$ cat src/rtl/sercmd_pkg.sv
package sercmd_pkg;
    localparam int NPAIR  = 5;
    localparam int CMD_W  = 2 * NPAIR + 2;
    localparam int F_TX   = 0;
    localparam int F_RX   = 1;
    localparam int F_TRI  = 2;
    localparam int F_MST  = 3;
    localparam int F_BLK  = 4;
    localparam int B_TXFL = 2 * NPAIR;
    localparam int B_RXFL = 2 * NPAIR + 1;
    localparam int ERR_POS = NPAIR;

    typedef enum logic [1:0] {
        RX_OFF  = 2'd0,
        RX_IDLE = 2'd1,
        RX_BUSY = 2'd2
    } rx_state_e;
endpackage

$ cat src/rtl/sercmd_decode.sv
module sercmd_decode
    import sercmd_pkg::*;
#(
    parameter int ADDR_W = 8,
    parameter logic [ADDR_W-1:0] CMD_OFFSET = 8'h0C
) (
    input  logic              wr_en,
    input  logic [ADDR_W-1:0] wr_addr,
    input  logic [CMD_W-1:0]  wr_data,
    input  logic              tx_on,
    output logic              hit,
    output logic [NPAIR-1:0]  set_req,
    output logic [NPAIR-1:0]  clr_req,
    output logic              txfl_req,
    output logic              rxfl_req,
    output logic              err_req
);
    assign hit = wr_en && (wr_addr == CMD_OFFSET);

    for (genvar k = 0; k < NPAIR; k++) begin : g_pair
        assign clr_req[k] = hit && wr_data[2*k+1];
        if (k == F_MST) begin : g_guard
            // master may not start while the transmitter already runs
            assign set_req[k] = hit && wr_data[2*k] && !tx_on;
        end else begin : g_plain
            assign set_req[k] = hit && wr_data[2*k];
        end
    end

    assign err_req  = hit && wr_data[2*F_MST] && tx_on;
    assign txfl_req = hit && wr_data[B_TXFL];
    assign rxfl_req = hit && wr_data[B_RXFL];
endmodule

$ cat src/rtl/sercmd_flags.sv
module sercmd_flags
    import sercmd_pkg::*;
(
    input  logic             clk,
    input  logic             rst_n,
    input  logic [NPAIR-1:0] set_req,
    input  logic [NPAIR-1:0] clr_req,
    input  logic             err_req,
    input  logic             txfl_req,
    input  logic             rxfl_req,
    output logic [NPAIR-1:0] flag_q,
    output logic             err_q,
    output logic             tx_flush,
    output logic             rx_flush
);
    for (genvar k = 0; k < NPAIR; k++) begin : g_flag
        always_ff @(posedge clk) begin
            if (!rst_n)          flag_q[k] <= 1'b0;
            else if (clr_req[k]) flag_q[k] <= 1'b0;
            else if (set_req[k]) flag_q[k] <= 1'b1;
        end

        // a clear request always leaves the flag at 0
        a_r3_clear_wins: assert property (@(posedge clk) disable iff (!rst_n)
            clr_req[k] |=> !flag_q[k]);
    end

    always_ff @(posedge clk) begin
        if (!rst_n) begin
            err_q    <= 1'b0;
            tx_flush <= 1'b0;
            rx_flush <= 1'b0;
        end else begin
            if (err_req) err_q <= 1'b1;
            tx_flush <= txfl_req;
            rx_flush <= rxfl_req;
        end
    end

    // the error bit is sticky
    a_r6_err_sticky: assert property (@(posedge clk) disable iff (!rst_n)
        !$fell(err_q));
endmodule

$ cat src/rtl/sercmd_rxfsm.sv
module sercmd_rxfsm
    import sercmd_pkg::*;
(
    input  logic clk,
    input  logic rst_n,
    input  logic rx_on,
    input  logic rx_block,
    input  logic rx_flush,
    input  logic frm_start,
    input  logic frm_end,
    output logic rx_load,
    output logic rx_discard
);
    rx_state_e state, nxt;
    logic      load_d, disc_d;

    always_ff @(posedge clk) begin
        if (!rst_n) state <= RX_OFF;
        else        state <= nxt;
    end

    always_comb begin
        nxt    = state;
        load_d = 1'b0;
        disc_d = 1'b0;
        unique case (state)
            RX_OFF: begin
                if (rx_on) nxt = RX_IDLE;
            end
            RX_IDLE: begin
                if (!rx_on)                      nxt = RX_OFF;
                else if (frm_start && !rx_flush) nxt = RX_BUSY;
            end
            RX_BUSY: begin
                if (!rx_on) begin
                    nxt    = RX_OFF;
                    disc_d = 1'b1;
                end else if (rx_flush) begin
                    nxt    = RX_IDLE;
                    disc_d = 1'b1;
                end else if (frm_end) begin
                    nxt    = RX_IDLE;
                    load_d = !rx_block;
                    disc_d = rx_block;
                end
            end
            default: nxt = RX_OFF;
        endcase
    end

    always_ff @(posedge clk) begin
        if (!rst_n) begin
            rx_load    <= 1'b0;
            rx_discard <= 1'b0;
        end else begin
            rx_load    <= load_d;
            rx_discard <= disc_d;
        end
    end

    // never both strobes
    a_r8_exclusive: assert property (@(posedge clk) disable iff (!rst_n)
        !(rx_load && rx_discard));
    // a load only follows a cycle with the block flag clear
    a_r8_load_unblocked: assert property (@(posedge clk) disable iff (!rst_n)
        rx_load |-> !$past(rx_block));
    // disabling during a frame discards it
    a_r9_abort: assert property (@(posedge clk) disable iff (!rst_n)
        (state == RX_BUSY && !rx_on) |=> rx_discard);
    // a flush during a frame ends the frame
    a_r10_flush_ends: assert property (@(posedge clk) disable iff (!rst_n)
        (state == RX_BUSY && rx_flush) |=> state != RX_BUSY);
endmodule

$ cat src/rtl/sercmd_ctrl.sv
module sercmd_ctrl
    import sercmd_pkg::*;
#(
    parameter int ADDR_W = 8,
    parameter int DATA_W = 32,
    parameter logic [ADDR_W-1:0] CMD_OFFSET  = 8'h0C,
    parameter logic [ADDR_W-1:0] STAT_OFFSET = 8'h10
) (
    input  logic              clk,
    input  logic              rst_n,
    input  logic              wr_en,
    input  logic [ADDR_W-1:0] wr_addr,
    input  logic [CMD_W-1:0]  wr_data,
    input  logic [ADDR_W-1:0] rd_addr,
    output logic [DATA_W-1:0] rd_data,
    input  logic              frm_start,
    input  logic              frm_end,
    output logic              tx_enable,
    output logic              rx_enable,
    output logic              master_mode,
    output logic              tx_drive_en,
    output logic              tx_flush,
    output logic              rx_flush,
    output logic              rx_load,
    output logic              rx_discard
);
    logic             hit;
    logic [NPAIR-1:0] set_req, clr_req, flag_q;
    logic             err_req, txfl_req, rxfl_req, err_q;

    sercmd_decode #(.ADDR_W(ADDR_W), .CMD_OFFSET(CMD_OFFSET)) u_dec (
        .wr_en(wr_en), .wr_addr(wr_addr), .wr_data(wr_data),
        .tx_on(flag_q[F_TX]), .hit(hit), .set_req(set_req),
        .clr_req(clr_req), .txfl_req(txfl_req), .rxfl_req(rxfl_req),
        .err_req(err_req)
    );

    sercmd_flags u_flags (
        .clk(clk), .rst_n(rst_n), .set_req(set_req), .clr_req(clr_req),
        .err_req(err_req), .txfl_req(txfl_req), .rxfl_req(rxfl_req),
        .flag_q(flag_q), .err_q(err_q), .tx_flush(tx_flush),
        .rx_flush(rx_flush)
    );

    sercmd_rxfsm u_rx (
        .clk(clk), .rst_n(rst_n), .rx_on(flag_q[F_RX]),
        .rx_block(flag_q[F_BLK]), .rx_flush(rx_flush),
        .frm_start(frm_start), .frm_end(frm_end),
        .rx_load(rx_load), .rx_discard(rx_discard)
    );

    assign tx_enable   = flag_q[F_TX];
    assign rx_enable   = flag_q[F_RX];
    assign master_mode = flag_q[F_MST];
    assign tx_drive_en = !flag_q[F_TRI];

    always_comb begin
        rd_data = '0;
        if (rd_addr == STAT_OFFSET) begin
            rd_data[NPAIR-1:0] = flag_q;
            rd_data[ERR_POS]   = err_q;
        end
    end

    // master never rises while the transmitter was already on
    a_r6_master_order: assert property (@(posedge clk) disable iff (!rst_n)
        $rose(master_mode) |-> !$past(tx_enable));
    // a transmit flush strobe is always caused by a command write
    a_r4_txflush_cause: assert property (@(posedge clk) disable iff (!rst_n)
        tx_flush |-> $past(hit && wr_data[B_TXFL]));
    // a receive flush strobe is always caused by a command write
    a_r4_rxflush_cause: assert property (@(posedge clk) disable iff (!rst_n)
        rx_flush |-> $past(hit && wr_data[B_RXFL]));
    // both receiver bits in one write leave the receiver off
    a_r3_rx_collision: assert property (@(posedge clk) disable iff (!rst_n)
        (hit && wr_data[2*F_RX] && wr_data[2*F_RX+1]) |=> !rx_enable);
endmodule

$ cat config.mk
export PLATFORM = sky130hd
export DESIGN_NAME = sercmd_ctrl
export DESIGN_NICKNAME = d
export VERILOG_FILES = /design/src/rtl/sercmd_pkg.sv /design/src/rtl/sercmd_decode.sv /design/src/rtl/sercmd_flags.sv /design/src/rtl/sercmd_rxfsm.sv /design/src/rtl/sercmd_ctrl.sv
export SDC_FILE = /design/constraint.sdc
export NUM_CORES = 1
export LEC_CHECK = 0
export BUFFER_PORTS_ARGS = -buffer_cell sky130_fd_sc_hd__clkbuf_2
export CORE_MARGIN = 2
export CORE_UTILIZATION = 35
export CTS_CLUSTER_SIZE = 40
export DETAILED_ROUTE_END_ITERATION = 10
export PLACE_DENSITY = 0.79
export SETUP_SLACK_MARGIN = 0.4
export SYNTH_ARGS = -nofsm -noshare
export SYNTH_HDL_FRONTEND = slang
export SYNTH_SLANG_ARGS = --single-unit
$ cat constraint.sdc
create_clock -name clk -period 1.6 [get_ports clk]
set_clock_uncertainty 0.2 [all_clocks]
set_input_delay 0.24 -clock clk [delete_from_list [all_inputs] [get_ports clk]]
set_output_delay 0.24 -clock clk [all_outputs]
set_load 0.02 [all_outputs]
# Word-level counts from Yosys, hierarchy flattened
# Index checks and enable logic that the tools add are counted.
classes:
  n_eq_ne: 7
  n_addsub: 0
  div_mod_pow: 0
  muxes: 11
  order_cmp: 0
  n_bitwise: 4
  shift: 0
  reduce_logical: 29
  mul: 0
op_table:
  columns: ["operator", "n"]
  rows:
  - ["logical AND 1 bit", 16]
  - ["2-to-1 mux 2 bit", 6]
  - ["OR reduction 2 bit", 5]
  - ["equality test 8 x 4 -> 1 bit (second input constant)", 1]
  - ["equality test 8 x 5 -> 1 bit (second input constant)", 1]
  - ["2-to-1 mux 6 bit", 1]
  - ["one-hot mux 2 bit (3 select lines)", 1]
  - ["OR reduction 5 bit", 1]
  - ["logical NOT 1 bit", 4]
  - ["inequality test 4 bit (second input constant)", 1]
  - ["NOT 1 bit", 4]
  - ["2-to-1 mux 1 bit", 3]
  - ["inequality test 3 x 2 -> 1 bit (second input constant)", 1]
  - ["AND reduction 3 bit", 1]
  - ["equality test 2 x 1 -> 1 bit (second input constant)", 1]
  - ["equality test 2 bit (second input constant)", 1]
  - ["logical NOT 2 bit", 1]
  - ["inequality test 2 bit (second input constant)", 1]
  - ["AND reduction 2 bit", 1]
totals:
  output_inout_bits: 40
  wordCells: 62
  memories: 0
  mem_bits_ro: 0
  mem_bits_rw: 0
  input_bits: 33
  register_bits: 12
  latchBits: 0

# Logic depth before layout (Yosys ltp)
depth:
  ltp_word: 5
  mapped_depth: 4
  ltp_nobuf: 3

# Modules after synthesis
# From an unflattened synthesis, not the netlist that was laid out.
unflattened:
  cells_unflattened: 117
  hier_area_um2: 1033.5
by_module_without_submodules:
  columns: ["mod", "cells_per_inst", "area_each_um2", "seq_area_each_um2", "n_inst"]
  rows:
  - ["sercmd_ctrl", 43, 319.1, 0.0, 1]
  - ["sercmd_decode", 35, 280.3, 0.0, 1]
  - ["sercmd_flags", 21, 264.0, 160.2, 1]
  - ["sercmd_rxfsm", 18, 170.2, 80.1, 1]

# Worst setup path after synthesis
# OpenSTA, ideal clock, no wires.
synth_timing:
  kind: "input -> output"
  from: "input rd_addr[7]"
  to: "output rd_data[0]"
  stages: 3
  t_arrival_ns: 0.972
  setup_slack_ns: 0.188
  path_buffers: 0
  required_ns: 1.160
  cell_sequence: "nor4_1 and4b_1 and2_1"
synth_between:
  elab_chain_cells: 2
synth_rtl:
  columns: ["item", "line_no", "source"]
  rows:
  - ["start, declared", "sercmd_ctrl.sv:14", "input logic [ADDR_W-1:0] rd_addr,"]
  - ["equality test 8 x 5 -> 1 bit", "sercmd_ctrl.sv:59", "if (rd_addr == STAT_OFFSET) begin"]
  - ["2-to-1 mux 6 bit", "sercmd_ctrl.sv:59", null]
  - ["end, declared", "sercmd_ctrl.sv:15", "output logic [DATA_W-1:0] rd_data,"]
# No other way between the ends.

# Worst setup path in the final report
layout_timing:
  from: "input rd_addr[7]"
  to: "output rd_data[1]"
# Same word-level chain as after synthesis.

==> impl_metrics.env <==
export IMPL_fin_ws_ns=-0.00544
export IMPL_nFillCells=178
export IMPL_die_y_um=50.7
export IMPL_grt_pass1_vias=684
export IMPL_max_freq_mhz=623
export IMPL_power_density_mw_per_mm2=538
export IMPL_failed_checks="setup timing"
export IMPL_clk_pin_slew_worst_paths_ns=0.07
export IMPL_slew_violations=0
export IMPL_ys_warn_count=0
export IMPL_fin_area_mm2=0.00124
export IMPL_clockRootBuffer="clkbuf_4"
export IMPL_syn_area_um2=763
export IMPL_finalNetCount=178
export IMPL_netlist_cell_type_count=25
export IMPL_synth_top_area_cell="dfxtp_1"
export IMPL_syn_instance_count=85
export IMPL_antenna_found_initial=0
export IMPL_fin_tns_setup_ns=-0.0177
export IMPL_path_max_fanout=6
export IMPL_crit_type="in -> out"
export IMPL_die_x_um=50.7
export IMPL_cp_cell_sequence="buf_6 > nor4_4 > and4b_2 > and2_4 > buf_8"
export IMPL_clockBufferDepth=2
export IMPL_layout_drive_gt1_share=0.521
export IMPL_grt_pass1_wl_mm=2.84
export IMPL_finalSetupViolCount=6
export IMPL_ff2ff_setup_slack_ns=0.50
export IMPL_r2r_cells=3
export IMPL_routedWlPerCell_um=11.0
export IMPL_grt_overflow=0
export IMPL_clock_sinks=12
export IMPL_synth_avg_cell_area_um2=8.98
export IMPL_initial_core_util=0.381
export IMPL_place_congestion=0.840
export IMPL_timing_rr_start="u_rx.state[0]$_SDFFE_PN0P_"
export IMPL_end_kind="output pin"
export IMPL_layout_commonest_cell="clkbuf_2"
export IMPL_rows=16
export IMPL_grt_use_total=0.144
export IMPL_wirelength_mm=1.89
export IMPL_critical_path_endpoint="rd_data[1]"
export IMPL_p_leak_uw=0.000588
export IMPL_cpMaxStageDelayCell="and4b_2"
export IMPL_cp_data_required_time_ns=1.16
export IMPL_cts_tree="yes"
export IMPL_crit_start="rd_addr[7]"
export IMPL_synth_area_top_cells="dfxtp_1, buf_4, a41oi_1"
export IMPL_cp_arrival_ns=1.17
export IMPL_yosysSeqAreaShare=0.315
export IMPL_layout_common_cells="clkbuf_2, conb_1, buf_8, buf_4"
export IMPL_netlist_area_leader_share=0.315
export IMPL_detailedRoute_firstPassIterationCount=4
export IMPL_antenna_left=0
export IMPL_start_kind="primary input"
export IMPL_rr_endpoint="u_rx.state[1]$_SDFFE_PN0P_"
export IMPL_cts_buffers_inserted=3
export IMPL_dieArea_mm2=0.00257
export IMPL_rsz0062_at_grt="true"
export IMPL_post_route_min_period_ns=1.61
export IMPL_viasPerCell=4.51
export IMPL_htreeDepth=1
export IMPL_ys_ff_latch=12
export IMPL_via_count=771
export IMPL_num_antenna_cells=0
export IMPL_core_area_mm2=0.00200
export IMPL_outcome="finished with violations"
export IMPL_drt_iter0_markers=12
export IMPL_critPathMaxStageDelay_ns=0.32
export IMPL_maxCapViolations=0
export IMPL_vdd_drop_max_v=0.000298
export IMPL_clk_latency_ns=0.27
export IMPL_grt_max_degree=10
export IMPL_min_from="wr_data[4]"
export IMPL_placed_cell_area_um2=956
export IMPL_hp_class="in -> reg"
export IMPL_post_dp_hpwl_mm=1.39
export IMPL_port_buffers=46
export IMPL_drc=0
export IMPL_area_growth_pct=62.1
export IMPL_hold_viol=0
export IMPL_ios=73
export IMPL_period_share=1.00
-- report_power, final --
| part | internal [uW] | switching, uW |
|---|---|---|
| registers | 293 | 0.212 |
| clock network | 138 | 98.3 |
| logic | 49.4 | 86.5 |
-- logic make-up (layout without fill, tap and decap cells) --
logic type / after synthesis / count (layout) / synth area share
AO/OA/AOI/OAI: 14 / 14 / 0.151
buffers and inverters: 30 / 64 / 0.275
flip-flops: 12 / 12 / 0.315
other: 1 / 26 / 0.00491
AND/OR/NAND/NOR: 28 / 28 / 0.254
-- stage by stage --
| stage | setup slack (ns) | util | hold slack, ns | power, uW | instances |
|---|---|---|---|---|---|
| CTS | -0.0162 | 0.586 | 0.00913 | 662 | 170 |
| global placement | -0.00831 | 0.478 | 0.224 | 422 | 158 |
| detailed placement | -0.0485 | 0.478 | 0.229 | 423 | 158 |
| global route | -0.0956 | 0.618 | 0.0160 | 704 | 171 |
| finish | -0.00544 | 0.618 | 0.0197 | 666 | 171 |
| floorplan | 0.231 | - | 0.135 | 424 | 110 |
-- cells in the mapped netlist --
master and instances:
a211oi_1 5, a221oi_1 1, a311oi_1 1, a41oi_1 5
and2_1 7, and2_2 1, and3_2 1, and4_1 2
and4b_1 1, buf_4 26, clkbuf_1 1, conb_1 1
dfxtp_1 12, inv_1 3, nand2_1 3, nand2b_1 2
nand4_1 1, nor2_1 3, nor2b_1 2, nor3_1 1
nor3b_2 1, nor4_1 2, nor4b_4 1, o21bai_1 1
o22a_1 1
-- what timing repair did --
item / in CTS / in global routing
cloned: 0 / 0
hold buffers: 5 / 0
setup endpoints to repair: 16 / 17
resized for setup: 31 / 28
setup buffers: 3 / 1
hold endpoints to repair: 5 / 0
pin swaps: 3 / 10
-- routing by layer --
layer	wire, um	GRT usage	up-vias
li1	-	-	368
met1	680	0.168	351
met2	995	0.246	50
met3	194	0.0268	2
met4	17	0.0811	0
met5	0	0	-
-- state kept, by name, summed over array words and instances (netlist names) --
register	cells
u_flags.flag_q	5
u_rx.state	2
u_flags.err_q	1
u_flags.rx_flush	1
u_flags.tx_flush	1
u_rx.rx_discard	1
u_rx.rx_load	1
-- worst max-delay path: cells and delay by family --
family,cells,cell delay [ns]
and+or+nand+nor,3,0.72
buffers and inverters,2,0.20
-- layout make-up --
type                            instances  area, um^2  share of cell area
Inverter                                3        11.3             0.00910
Tap cell                               27        33.8              0.0273
Sequential cell                        12         254               0.205
Timing Repair Buffer                   57         453               0.366
Multi-Input combinational cell         68         449               0.363
Clock buffer                            4        36.3              0.0293
-- worst min path at each step --
stage	to	depth (start not counted)
6_report	u_flags.flag_q[2]$_SDFFE_PP0P_	3
3_5_place_dp	u_flags.flag_q[0]$_SDFFE_PP0P_	2
2_1_floorplan	u_flags.flag_q[2]$_SDFFE_PP0P_	1
3_3_place_gp	u_flags.flag_q[1]$_SDFFE_PP0P_	2
5_1_grt	u_flags.tx_flush$_SDFF_PN0_	2
4_1_cts	u_flags.flag_q[2]$_SDFFE_PP0P_	3
Note: power is estimated with default switching activity, not from simulation.
